<file path="config.mk">
export PLATFORM = sky130hd
export DESIGN_NAME = precExcCommit
export DESIGN_NICKNAME = d
export VERILOG_FILES = /design/src/rtl/excPkg.sv /design/src/rtl/excCommitCtrl.sv /design/src/rtl/excTagPipe.sv /design/src/rtl/precExcCommit.sv
export SDC_FILE = /design/constraint.sdc
export NUM_CORES = 1
export LEC_CHECK = 0
export BUFFER_PORTS_ARGS = -buffer_cell sky130_fd_sc_hd__buf_4
export CAP_MARGIN = 30
export CORE_AREA = 3 3 121 123
export DETAILED_ROUTE_END_ITERATION = 10
export DIE_AREA = 0 0 124 126
export GPL_TIMING_DRIVEN = 0
export HOLD_SLACK_MARGIN = 0.06
export PLACE_DENSITY = 0.83
export SYNTH_ARGS = -nofsm -noshare
export SYNTH_HDL_FRONTEND = slang
export SYNTH_SLANG_ARGS = --single-unit
export TNS_END_PERCENT = 50
</file>
<file path="constraint.sdc">
create_clock -name clk -period 3.31 [get_ports clk]
set_input_delay 0.662 -clock clk [delete_from_list [all_inputs] [get_ports clk]]
set_output_delay 0.662 -clock clk [all_outputs]
set_load 0.01 [all_outputs]
</file>
<file path="src/rtl/excPkg.sv">
package excPkg;

  // Cause codes saved in the cause register
  typedef enum logic [1:0] {
    CAUSE_IRQ   = 2'd0,
    CAUSE_UNDEF = 2'd1,
    CAUSE_ARITH = 2'd2
  } causeT;

  // Strobes from the commit control to the tag datapath
  typedef struct packed {
    logic  take;       // exception taken on the memory-stage instruction
    logic  eret;       // return to saved PC
    causeT causeCode;  // code to record on take
  } strobeT;

endpackage

</file>
<file path="src/rtl/excCommitCtrl.sv">
module excCommitCtrl
  import excPkg::*;
(
  input  logic   memValid,
  input  logic   memExc,
  input  causeT  memCause,
  input  logic   irqReq,
  input  logic   eretReq,
  output strobeT strobe
);

  logic takeNow;

  // Decision is made only where architected state first changes
  assign takeNow = memValid & (memExc | irqReq);

  always_comb begin
    strobe           = '0;
    strobe.take      = takeNow;
    // a synchronous fault on the instruction outranks the interrupt
    strobe.causeCode = memExc ? memCause : CAUSE_IRQ;
    strobe.eret      = eretReq & ~takeNow;
  end

endmodule

</file>
<file path="src/rtl/excTagPipe.sv">
module excTagPipe
  import excPkg::*;
#(
  parameter int unsigned         PC_W        = 32,
  parameter logic [PC_W-1:0]     HANDLER_VEC = 32'h0000_0180
) (
  input  logic            clk,
  input  logic            rst_n,
  input  logic            ifValid,
  input  logic [PC_W-1:0] ifPc,
  input  logic            ifMemWr,
  input  logic            ifRegWr,
  input  logic            idUndef,
  input  logic            exArith,
  input  strobeT          strobe,
  output logic            memValid,
  output logic            memExc,
  output causeT           memCause,
  output logic            memWrEn,
  output logic [PC_W-1:0] memWrPc,
  output logic            regWrEn,
  output logic [PC_W-1:0] regWrPc,
  output logic            redirect,
  output logic [PC_W-1:0] redirectPc,
  output logic [PC_W-1:0] epc,
  output causeT           cause
);

  // Stage slots: decode, execute, memory, write-back
  localparam int unsigned NSTG    = 4;
  localparam int unsigned ID_IDX  = 0;
  localparam int unsigned EX_IDX  = 1;
  localparam int unsigned MEM_IDX = 2;
  localparam int unsigned WB_IDX  = NSTG - 1;

  typedef struct packed {
    logic            valid;
    logic [PC_W-1:0] pc;
    logic            exc;
    causeT           cause;
    logic            memWr;
    logic            regWr;
  } stageT;

  stageT stg [NSTG];
  logic  faultHit  [NSTG];
  causeT faultCode [NSTG];

  // Fault detected while an instruction sits in a stage, tagged as it leaves
  always_comb begin
    for (int i = 0; i < NSTG; i++) begin
      faultHit[i]  = 1'b0;
      faultCode[i] = CAUSE_IRQ;
    end
    faultHit[ID_IDX]  = idUndef;
    faultCode[ID_IDX] = CAUSE_UNDEF;
    faultHit[EX_IDX]  = exArith;
    faultCode[EX_IDX] = CAUSE_ARITH;
  end

  // First recorded cause is kept; later detections do not overwrite it
  function automatic stageT tagStage(stageT s, logic hit, causeT code);
    stageT r;
    r = s;
    if (s.valid && hit && !s.exc) begin
      r.exc   = 1'b1;
      r.cause = code;
    end
    return r;
  endfunction

  // Fetch into decode slot; dropped on take or return
  always_ff @(posedge clk) begin
    if (!rst_n) begin
      stg[0] <= '0;
    end else if (strobe.take || strobe.eret) begin
      stg[0] <= '0;
    end else begin
      stg[0].valid <= ifValid;
      stg[0].pc    <= ifPc;
      stg[0].exc   <= 1'b0;
      stg[0].cause <= CAUSE_IRQ;
      stg[0].memWr <= ifMemWr;
      stg[0].regWr <= ifRegWr;
    end
  end

  // Remaining slots: shift down, all cleared on take
  for (genvar g = 1; g < NSTG; g++) begin : gStage
    always_ff @(posedge clk) begin
      if (!rst_n) begin
        stg[g] <= '0;
      end else if (strobe.take) begin
        stg[g] <= '0;
      end else begin
        stg[g] <= tagStage(stg[g-1], faultHit[g-1], faultCode[g-1]);
      end
    end
  end

  // Saved PC and cause
  always_ff @(posedge clk) begin
    if (!rst_n) begin
      epc   <= '0;
      cause <= CAUSE_IRQ;
    end else if (strobe.take) begin
      epc   <= stg[MEM_IDX].pc;
      cause <= strobe.causeCode;
    end
  end

  assign memValid   = stg[MEM_IDX].valid;
  assign memExc     = stg[MEM_IDX].exc;
  assign memCause   = stg[MEM_IDX].cause;
  assign memWrEn    = stg[MEM_IDX].valid & stg[MEM_IDX].memWr & ~strobe.take;
  assign memWrPc    = stg[MEM_IDX].pc;
  assign regWrEn    = stg[WB_IDX].valid & stg[WB_IDX].regWr;
  assign regWrPc    = stg[WB_IDX].pc;
  assign redirect   = strobe.take | strobe.eret;
  assign redirectPc = strobe.take ? HANDLER_VEC : epc;


  flushMem_chk: assert property (@(posedge clk) disable iff (!rst_n)
    strobe.take |=> !stg[MEM_IDX].valid);


  killWb_chk: assert property (@(posedge clk) disable iff (!rst_n)
    strobe.take |=> !regWrEn);


  epcLoad_chk: assert property (@(posedge clk) disable iff (!rst_n)
    strobe.take |=> (epc == $past(memWrPc)) && (cause == $past(strobe.causeCode)));


  holdState_chk: assert property (@(posedge clk) disable iff (!rst_n)
    !strobe.take |=> $stable(epc) && $stable(cause));


  eretFlush_chk: assert property (@(posedge clk) disable iff (!rst_n)
    strobe.eret |=> !stg[ID_IDX].valid);


  irqWait_chk: assert property (@(posedge clk) disable iff (!rst_n)
    !stg[MEM_IDX].valid |-> !strobe.take);

endmodule

</file>
<file path="src/rtl/precExcCommit.sv">
module precExcCommit
  import excPkg::*;
#(
  parameter int unsigned     PC_W        = 32,
  parameter logic [PC_W-1:0] HANDLER_VEC = 32'h0000_0180
) (
  input  logic            clk,
  input  logic            rst_n,
  input  logic            ifValid,
  input  logic [PC_W-1:0] ifPc,
  input  logic            ifMemWr,
  input  logic            ifRegWr,
  input  logic            idUndef,
  input  logic            exArith,
  input  logic            irqReq,
  input  logic            eretReq,
  output logic            memWrEn,
  output logic [PC_W-1:0] memWrPc,
  output logic            regWrEn,
  output logic [PC_W-1:0] regWrPc,
  output logic            redirect,
  output logic [PC_W-1:0] redirectPc,
  output logic [PC_W-1:0] epc,
  output logic [1:0]      cause
);

  strobeT strobe;
  logic   memValid;
  logic   memExc;
  causeT  memCause;
  causeT  causeReg;

  excCommitCtrl uCtrl (
    .memValid (memValid),
    .memExc   (memExc),
    .memCause (memCause),
    .irqReq   (irqReq),
    .eretReq  (eretReq),
    .strobe   (strobe)
  );

  excTagPipe #(
    .PC_W        (PC_W),
    .HANDLER_VEC (HANDLER_VEC)
  ) uPipe (
    .clk        (clk),
    .rst_n      (rst_n),
    .ifValid    (ifValid),
    .ifPc       (ifPc),
    .ifMemWr    (ifMemWr),
    .ifRegWr    (ifRegWr),
    .idUndef    (idUndef),
    .exArith    (exArith),
    .strobe     (strobe),
    .memValid   (memValid),
    .memExc     (memExc),
    .memCause   (memCause),
    .memWrEn    (memWrEn),
    .memWrPc    (memWrPc),
    .regWrEn    (regWrEn),
    .regWrPc    (regWrPc),
    .redirect   (redirect),
    .redirectPc (redirectPc),
    .epc        (epc),
    .cause      (causeReg)
  );

  assign cause = causeReg;

endmodule

</file>
==> flow_metrics.py, run 1 <==
metrics = {
    "critical_path": {
        "startpoint_type": "register",
        "r2r_start": "uPipe.stg[2][4]",
        "cp.arrival_ns": 1.97,
        "crit_path_start": "uPipe.stg[2][4]",
        "worstPathRequired_ns": 2.65,
        "critPathKind": "register to primary output",
        "end_kind": "primary output",
        "crit_fanout": 10,
    },
    "clock_network": {
        "clk_pin_slew_worst_paths_ns": 0.06,
        "cts_made_buffers": 17,
        "cts_resized": 0,
        "htreeDepth": 4,
        "clk_path_buf_depth": 2,
        "root_buffer": "clkbuf_16",
        "cts_tree": "yes",
        "post_cts_buffers": 0,
        "cts.sinks": 177,
        "cts_hold_buf": 0,
        "insertion_delay_ns": 0.43,
    },
    "global_routing": {
        "antenna_found_initial": 0,
        "grt_util_all_layers_pct": 21.1,
        "overflow": 0,
        "grt_max_degree": 17,
        "grt_pass1_vias": 4995,
        "grt_first_pass_wirelength_mm": 24.8,
    },
    "synth": {
        "syn_area_um2": 7810,
        "yosys_warnings": 0,
        "synth_top_cell_by_area": "edfxtp_1",
        "synth-seq-area-share_pct": 63.7,
        "netlist_instances": 579,
        "ys_ff_latch": 177,
        "yosysUniqueCellTypes": 24,
        "syn_area_per_cell_um2": 13.5,
        "synth_top_area_share_pct": 54.9,
        "synth_area_leaders": "edfxtp_1 55%, dfxtp_1 8.7%, and3_1 8.4%",
    },
    "cells_and_area": {
        "nNetsFinal": 953,
        "finalInstanceArea_um2": 10400,
        "final_cells": 1105,
        "postLayoutCoreUtil_pct": 75.6,
        "nFillCells": 932,
        "drive_gt1_share_pct": 35.2,
        "diodes": 0,
        "area_growth_syn_to_layout_pct": 33.3,
    },
    "drt": {
        "routed_wirelength_mm": 15.9,
        "wire_per_inst_um": 14.4,
        "antenna_left": 0,
        "drtIter0Drc": 306,
        "routed_via_density": 4.64,
        "via_count": 5128,
        "drt-pass1-iter-count": 6,
        "drc_errors": 0,
    },
    "place": {
        "placedCellCount": 1073,
        "placed_area_um2": 9860,
        "pre_cts_slack_ns": 0.809,
        "port_buffers": 172,
        "hpwlAfterDp_mm": 11.8,
        "gp_congestion": 0.765,
    },
    "pwr": {
        "p_leak_nw": 4.85,
        "finalPower_mw": 5.01,
        "p_per_area_nw_per_um2": 481,
        "peakVddDrop_mv": 0.363,
    },
    "sta": {
        "setup_ws_ns": 0.679,
        "finalHoldViolCount": 0,
        "setup_violations": 0,
        "rsz0062_at_grt": "no",
        "tightest_slew_ns": 0.701,
        "totalNegativeSetupSlack_ns": 0,
        "whs_ns": 0.465,
        "layout_min_cycle_time_ns": 2.63,
        "finalMaxSlewViolations": 0,
        "period_share_pct": 79.5,
        "fin_worst_skew_ns": 0.0103,
        "max_freq_mhz": 380,
        "max_slew_margin_pct": 53.3,
    },
    "outcome": {
        "status": "complete, no violations",
    },
    "job": {
        "maxCapViolCount": 0,
    },
    "floorplan": {
        "ios": 174,
        "dieArea_um2": 15600,
        "core_um2": 13800,
        "die_h_um": 126,
        "row_count": 43,
        "die_w_um": 124,
        "start_util_pct": 56.7,
    },
    "worst_hold_path": {
        "min_path_type": "register to register",
        "min_from": "uPipe.cause[1]",
    },
}
==> flip-flops by register name, indices dropped and copies added, names as in the netlist <==
signal / flops
uPipe.cause: 2
uPipe.epc: 32
uPipe.stg: 143
==> area by class of cell <==
type | count | area, um^2 | area share (%)
inverters | 1 | 3.75 | 0.0360
clock inverters | 7 | 57.6 | 0.552
flip-flops and latches | 177 | 4970 | 47.8
plain buffers | 114 | 773 | 7.42
repair buffers | 172 | 1290 | 12.4
multi-input cells | 429 | 2600 | 24.9
clock buffers | 25 | 495 | 4.76
well taps | 180 | 225 | 2.16
==> path summary, 6_finish.rpt <==
check,cells after the start,end,slack (ns)
max,5,redirectPc[18],0.68
min reg2reg,2,uPipe.cause[1],0.46
min,2,uPipe.cause[1],0.46
max reg2reg,4,uPipe.stg[0][21],1.81
==> critical path, cell delays in order, from the launching register on <==
cell,delay [ns]
edfxtp_1,0.46
o21ai_2,0.21
buf_4,0.21
clkbuf_1,0.34
and2_1,0.20
buf_4,0.12
==> placed cells by master (no fill, tap or decap), types with 2 or more instances in the layout <==
cell       count
and2_1        31
and3_1       105
buf_2          7
buf_4        238
buf_6         10
clkbuf_1      24
clkbuf_16     17
clkbuf_2      11
clkbuf_8       4
clkinv_1       4
conb_1       143
dfxtp_1       34
edfxtp_1     143
mux2i_1       32
nand2_1       69
nand2b_1       3
nand4_1        2
nor3_1         3
nor4b_1        2
nor4b_2       31
nor4b_4        2
o21ai_0        2
==> cell families (layout without fill, tap and decap cells) <==
| kind of cell | count (synthesis) | count (layout) | share of synthesized area, % |
|---|---|---|---|
| buffers and inverters | 115 | 319 | 9.94 |
| other | 1 | 143 | 0.0480 |
| AO/OA/AOI/OAI | 5 | 5 | 0.400 |
| multiplexers | 32 | 32 | 4.10 |
| flip-flops | 177 | 177 | 63.7 |
| AND/OR/NAND/NOR | 249 | 249 | 21.9 |
==> routing by layer <==
layer / routed length (um) / track usage, % / vias to the layer above / part of all wire (%)
met5: 0 / 0 / - / 0
met4: 245 / 7.41 / 0 / 1.5
met3: 845 / 4.22 / 18 / 5.3
met2: 8180 / 36.7 / 148 / 52
met1: 6580 / 26.2 / 2421 / 42
li1: - / - / 2541 / -
==> cell usage after synthesis, drive strengths merged <==
cell type,count
edfxtp,143
and3,105
buf,83
nand2,69
nor4b,35
dfxtp,34
mux2i,32
and2,31
clkbuf,31
nand2b,3
nor3,3
o21ai,3
nand4,2
a21oi,1
conb,1
inv,1
nor4,1
o21a,1
==> where the power goes <==
part | total, mW | internal [mW] | switching, mW
clock network | 1.87 | 1.10 | 0.762
registers | 2.60 | 2.54 | 0.0569
logic | 0.551 | 0.279 | 0.272
total | 5.01 | 3.92 | 1.09
(Power assumes the default switching activity.)
==> run 2, diff against run 1 <==
--- a/config.mk
+++ b/config.mk
@@ -7,12 +7,12 @@
 export LEC_CHECK = 0
 export BUFFER_PORTS_ARGS = -buffer_cell sky130_fd_sc_hd__buf_4
 export CAP_MARGIN = 30
-export CORE_AREA = 3 3 121 123
+export CORE_AREA = 3 3 131 133
 export DETAILED_ROUTE_END_ITERATION = 10
-export DIE_AREA = 0 0 124 126
+export DIE_AREA = 0 0 134 136
 export GPL_TIMING_DRIVEN = 0
 export HOLD_SLACK_MARGIN = 0.06
-export PLACE_DENSITY = 0.83
+export PLACE_DENSITY = 0.75
 export SYNTH_ARGS = -nofsm -noshare
 export SYNTH_HDL_FRONTEND = slang
 export SYNTH_SLANG_ARGS = --single-unit
==> constraint.sdc (replaced) <==
create_clock -name clk -period 2.17 [get_ports clk]
set_input_delay 0.434 -clock clk [delete_from_list [all_inputs] [get_ports clk]]
set_output_delay 0.434 -clock clk [all_outputs]
set_load 0.01 [all_outputs]
==> run 2 against run 1 <==
Compared with the run above:
- register-to-register slack got worse by 1.2 ns
- clock power increased by 50%
- die area increased by 17%
==> flow_metrics.py, run 2 (synthesis results as in run 1) <==
metrics = {
    "global_routing": {
        "overflow": 0,
        "grt_max_degree": 20,
        "grt_util_all_layers_pct": 18.9,
        "antenna_found_initial": 0,
        "grt_pass1_vias": 5080,
        "grt_first_pass_wirelength_mm": 26.3,
    },
    "cells_and_area": {
        "max_flop_register": "uPipe.stg",
        "top_regs": "uPipe.stg (143), uPipe.epc (32), uPipe.cause (2)",
        "diodes": 0,
        "final_cells": 1143,
        "largest_reg_flops": 143,
        "drive_gt1_share_pct": 35.3,
        "area_growth_syn_to_layout_pct": 34.4,
        "final_common_cell": "buf_4",
        "mostFrequentLayoutCells": "241 x buf_4, 143 x edfxtp_1, 143 x conb_1",
        "finalInstanceArea_um2": 10500,
        "nNetsFinal": 956,
    },
    "place": {
        "port_buffers": 172,
        "placedCellCount": 1109,
        "placed_area_um2": 9910,
        "hpwlAfterDp_mm": 12.8,
        "gp_congestion": 0.782,
    },
    "clock_network": {
        "root_buffer": "clkbuf_16",
        "htreeDepth": 4,
        "cts_tree": "yes",
        "clk_pin_slew_worst_paths_ns": 0.06,
        "cts_made_buffers": 17,
        "cts.sinks": 177,
        "insertion_delay_ns": 0.42,
        "clk_path_buf_depth": 2,
    },
    "pwr": {
        "p_per_area_nw_per_um2": 727,
        "p_leak_nw": 4.87,
        "peakVddDrop_mv": 0.570,
    },
    "drt": {
        "drtIter0Drc": 324,
        "drt-pass1-iter-count": 4,
        "wire_per_inst_um": 14.6,
        "via_count": 5007,
        "drc_errors": 0,
        "antenna_left": 0,
        "routed_wirelength_mm": 16.7,
        "routed_via_density": 4.38,
    },
    "critical_path": {
        "worstPathRequired_ns": 1.74,
        "ff2ff_setup_slack_ns": 0.57,
        "crit_path_start": "uPipe.stg[2][4]",
        "startpoint_type": "register",
        "crit_fanout": 10,
        "end_kind": "primary output",
        "r2r_start": "uPipe.stg[2][4]",
        "cp.arrival_ns": 1.65,
        "critPathKind": "register to primary output",
    },
    "floorplan": {
        "row_count": 46,
        "die_h_um": 136,
        "die_w_um": 134,
        "ios": 174,
        "dieArea_um2": 18200,
        "core_um2": 15900,
        "start_util_pct": 49.0,
    },
    "outcome": {
        "status": "complete, no violations",
    },
    "sta": {
        "tightest_slew_ns": 0.873,
        "fin_worst_skew_ns": 0.00607,
        "whs_ns": 0.367,
        "max_freq_mhz": 480,
        "setup_violations": 0,
        "finalMaxSlewViolations": 0,
        "layout_min_cycle_time_ns": 2.08,
        "period_share_pct": 96.0,
        "finalHoldViolCount": 0,
        "totalNegativeSetupSlack_ns": 0,
        "max_slew_margin_pct": 41.8,
    },
    "job": {
        "maxCapViolCount": 0,
    },
    "worst_hold_path": {
        "min_path_type": "input pin to register",
        "min_from": "idUndef",
    },
}
run 2: cell count changes in the layout (fill, tap and decap cells not counted), sizes merged:
| cell | change |
|---|---|
| clkbuf | -7 |
| buf | +5 |
| clkinv | +4 |
| bufinv | +1 |
| clkinvlp | -1 |
run 2: cell type report:
cell class,count,area (um^2)
flip-flops and latches,177,4970
well taps,216,270
fillers,1252,5440
repair buffers,176,1320
inverters,1,3.75
clock inverters,11,96.3
clock buffers,20,437
plain buffers,113,795
multi-input cells,429,2600
run 2: critical path, stage by stage (launching register included):
cell and delay, ns:
edfxtp_1 0.43, o21ai_4 0.23, buf_6 0.14, clkbuf_8 0.16, and2_1 0.13, buf_4 0.12
run 2: per-layer routing:
| metal | vias to the layer above | share of wire (%) | track usage (%) | wire length [um] |
|---|---|---|---|---|
| met2 | 154 | 50 | 32.7 | 8370 |
| met4 | 0 | 2.5 | 7.71 | 413 |
| met5 | - | 0 | 0 | 0 |
| met1 | 2282 | 40 | 23.2 | 6700 |
| met3 | 26 | 7.0 | 4.07 | 1170 |
| li1 | 2545 | - | - | - |
run 2: final timing paths:
kind / end / cells after the start
setup / recovery: redirectPc[14] / 5
hold / removal: uPipe.stg[1][4] / 3
setup reg to reg: uPipe.stg[0][28] / 5
hold reg to reg: uPipe.cause[0] / 2
run 2: what timing repair did:
item,4_1_cts,5_1_grt
endpoints found under the hold margin,0,0
setup buffers,2,2
gates resized for setup,6,3
pin swaps,1,1
endpoints found under the setup margin,30,10
hold buffers,0,0
run 2: through the flow:
step | utilization, % | power [mW] | setup slack [ns]
after global routing | 65.9 | 7.92 | -0.00158
after detailed placement | 62.2 | 4.88 | 0.0319
final | 65.9 | 7.63 | 0.0860
after floorplan | - | 4.50 | 0.587
after CTS | 65.7 | 7.69 | 0.0177
after global placement | 62.2 | 4.86 | 0.0422
run 2: where the power goes:
group	switching (mW)	internal, mW
clock	1.16	1.65
sequential	0.0854	3.87
combinational	0.427	0.436
==> run 3, diff against run 2 <==
--- a/config.mk
+++ b/config.mk
@@ -7,13 +7,14 @@
 export LEC_CHECK = 0
 export BUFFER_PORTS_ARGS = -buffer_cell sky130_fd_sc_hd__buf_4
 export CAP_MARGIN = 30
-export CORE_AREA = 3 3 131 133
+export CORE_AREA = 3 3 128 130
 export DETAILED_ROUTE_END_ITERATION = 10
-export DIE_AREA = 0 0 134 136
+export DIE_AREA = 0 0 131 133
 export GPL_TIMING_DRIVEN = 0
 export HOLD_SLACK_MARGIN = 0.06
-export PLACE_DENSITY = 0.75
+export PLACE_DENSITY = 0.74
 export SYNTH_ARGS = -nofsm -noshare
 export SYNTH_HDL_FRONTEND = slang
+export SYNTH_HIERARCHICAL = 1
 export SYNTH_SLANG_ARGS = --single-unit
 export TNS_END_PERCENT = 50
==> run 3 against run 2 <==
Compared with the run above:
- worst setup slack worse by 0.064 ns
- critical endpoint is now redirectPc[26]
- worst hold slack worse by 0.074 ns
- fmax is 3.0% lower
- non-clock buffer count is 22 lower
- die area is 4.4% lower
- via count is 12% lower
- global-route usage is 2.0 points lower
- sequential share of layout area is 1.4 points higher
- critical path type unchanged
- synthesized area is 6.6% lower
- routed wire length is 16% lower
- clock power is 14% higher
- critical path depth stayed put
==> flow_metrics.py, run 3 <==
metrics = {
    "clock_network": {
        "clk_path_buf_depth": 2,
        "insertion_delay_ns": 0.41,
        "cts_hold_buf": 0,
        "cts_made_buffers": 17,
        "cts_tree": "yes",
        "cts.sinks": 177,
        "htreeDepth": 4,
        "clk_pin_slew_worst_paths_ns": 0.06,
        "root_buffer": "clkbuf_16",
    },
    "critical_path": {
        "critPathSlowestCell": "edfxtp_1",
        "cpMostUsedCell": "buf_4",
        "critPathKind": "register to primary output",
        "worstPathRequired_ns": 1.74,
        "crit_fanout": 10,
        "path_cells": "o21a_1, buf_6, buf_4, nor2b_1, buf_4",
        "cp.arrival_ns": 1.71,
        "end_kind": "primary output",
        "startpoint_type": "register",
        "max_stage_delay_ns": 0.40,
    },
    "sta": {
        "tightest_slew_ns": 0.596,
        "max_freq_mhz": 466,
        "max_slew_margin_pct": 60.3,
        "rsz0062_at_grt": "yes",
        "period_share_pct": 99.0,
        "layout_min_cycle_time_ns": 2.15,
        "fin_worst_skew_ns": 0.00591,
        "finalMaxSlewViolations": 0,
        "finalHoldViolCount": 0,
        "setup_violations": 0,
    },
    "synth": {
        "yosys_warnings": 6,
        "ys_ff_latch": 177,
        "async_flop_share_pct": 0,
        "yosysUniqueCellTypes": 23,
        "netlist_instances": 527,
        "yosysMostFrequentCell": "and2_1",
        "synth_edf_count": 143,
        "synth_flop_cell": "edfxtp_1",
        "synth_top_area_share_pct": 58.8,
        "synth_area_leaders": "edfxtp_1 59%, and2_1 15%, dfxtp_1 9.3%",
        "syn_area_per_cell_um2": 13.9,
        "synth_top_cell_by_area": "edfxtp_1",
        "synth-seq-area-share_pct": 68.1,
        "syn_area_um2": 7300,
        "synth.top_cells.by_count": "171 x and2_1, 143 x edfxtp_1, 69 x buf_4, 34 x dfxtp_1, 34 x nor2b_1",
    },
    "cells_and_area": {
        "drive_gt1_share_pct": 36.8,
        "multi_input_area_um2": 2300,
        "top_regs": "uPipe/stg (143), uPipe/epc (32), uPipe/cause (2)",
        "mostFrequentLayoutCells": "241 x buf_4, 171 x and2_1, 143 x edfxtp_1, 143 x conb_1, 34 x dfxtp_1",
        "largest_reg_flops": 143,
        "area_growth_syn_to_layout_pct": 39.5,
        "postLayoutCoreUtil_pct": 66.8,
        "nFillCells": 1175,
        "regArea_um2": 4970,
        "final_common_cell": "buf_4",
        "diodes": 0,
        "nNetsFinal": 903,
        "max_flop_register": "uPipe/stg",
    },
    "worst_hold_path": {
        "min_path_type": "input pin to register",
    },
    "drt": {
        "drt-pass1-iter-count": 4,
        "wl_met3_um": 886,
        "wl_met2_mm": 7.53,
        "wire_per_inst_um": 12.9,
        "wirelength_met1_mm": 5.43,
        "routed_wirelength_mm": 14.0,
        "via_count": 4396,
        "drtIter0Drc": 154,
        "routed_via_density": 4.05,
        "antenna_left": 0,
        "drc_errors": 0,
        "highest_layer": "met4",
    },
    "pwr": {
        "p_leak_nw": 4.58,
        "p_per_area_nw_per_um2": 776,
        "finalPower_mw": 7.91,
        "peakVddDrop_mv": 0.513,
    },
    "place": {
        "hpwlAfterDp_mm": 10.7,
        "port_buffers": 172,
        "gp_congestion": 0.760,
    },
    "global_routing": {
        "grt_pass1_vias": 4540,
        "grt_max_degree": 17,
        "grt_first_pass_wirelength_mm": 22.0,
        "antenna_found_initial": 0,
        "overflow": 0,
        "grt_util_all_layers_pct": 17.0,
    },
    "job": {
        "maxCapViolCount": 0,
    },
    "floorplan": {
        "row_count": 45,
        "die_w_um": 131,
        "ios": 174,
        "dieArea_um2": 17400,
        "die_h_um": 133,
        "start_util_pct": 47.9,
        "core_um2": 15300,
    },
    "outcome": {
        "status": "complete, no violations",
    },
}
==> run 3: timing repair <==
action / in CTS / in global routing
cloned: 0 / 0
setup buffers: 3 / 0
endpoints found under the hold margin: 0 / 0
resized for setup: 30 / 20
pin swaps: 3 / 1
setup endpoints to repair: 34 / 34
==> run 3: layout make-up <==
cell class,count,share of cell area (%)
flip-flops and latches,177,48.8
clock buffers,26,5.44
well taps,211,2.59
clock inverters,6,0.835
plain buffers,92,6.70
multi-input cells,399,22.6
repair buffers,175,13.0
==> run 3: stage by stage <==
step | TNS [ns] | instances | cell area [um^2] | hold WS [ns] | setup slack [ns]
2_1_floorplan | 0 | 669 | 7840 | 0.497 | 0.403
3_3_place_gp | -0.238 | 1052 | 9390 | 0.500 | -0.0986
3_5_place_dp | -0.240 | 1052 | 9390 | 0.501 | -0.0997
4_1_cts | -0.236 | 1086 | 10100 | 0.278 | -0.0411
5_1_grt | -0.702 | 1086 | 10200 | 0.283 | -0.0542
6_report | 0 | 1086 | 10200 | 0.293 | 0.0224
==> run 3: kinds of logic after synthesis <==
logic type             Yosys count  share of synthesized area (%)
other                            1                         0.0514
AOI/OAI and AO/OA               32                           3.26
muxes                            4                          0.548
DFF                            177                           68.1
and+or+nand+nor                220                           19.0
buffers and inverters           93                           8.98
==> run 3: final timing paths <==
| kind | slack (ns) | startpoint | depth (start not counted) | endpoint |
|---|---|---|---|---|
| max | 0.02 | uPipe/stg[2][4] | 5 | redirectPc[26] |
| min | 0.29 | ifPc[2] | 2 | uPipe/stg[0][7] |
| max reg2reg | 0.39 | uPipe/stg[2][4] | 5 | uPipe/stg[0][8] |
| min reg2reg | 0.51 | uPipe/stg[1][18] | 1 | uPipe/stg[2][18] |
==> run 3: where the power goes <==
part / internal [mW] / switching (mW)
sequential: 3.87 / 0.0660
combinational: 0.418 / 0.348
clock: 2.00 / 1.20
total: 6.30 / 1.61
==> run 3: per-layer routing <==
metal,GRT usage (%),vias up
met2,30.3,113
met1,18.8,2041
met4,6.00,0
met3,5.17,13
met5,0,-
li1,-,2229
==> run 3: critical path, delay by kind of cell (launching register included) <==
family	cells	cell delay, ns
AO/OA/AOI/OAI	1	0.21
buffers and inverters	3	0.51
flip-flops	1	0.40
AND/OR/NAND/NOR	1	0.17
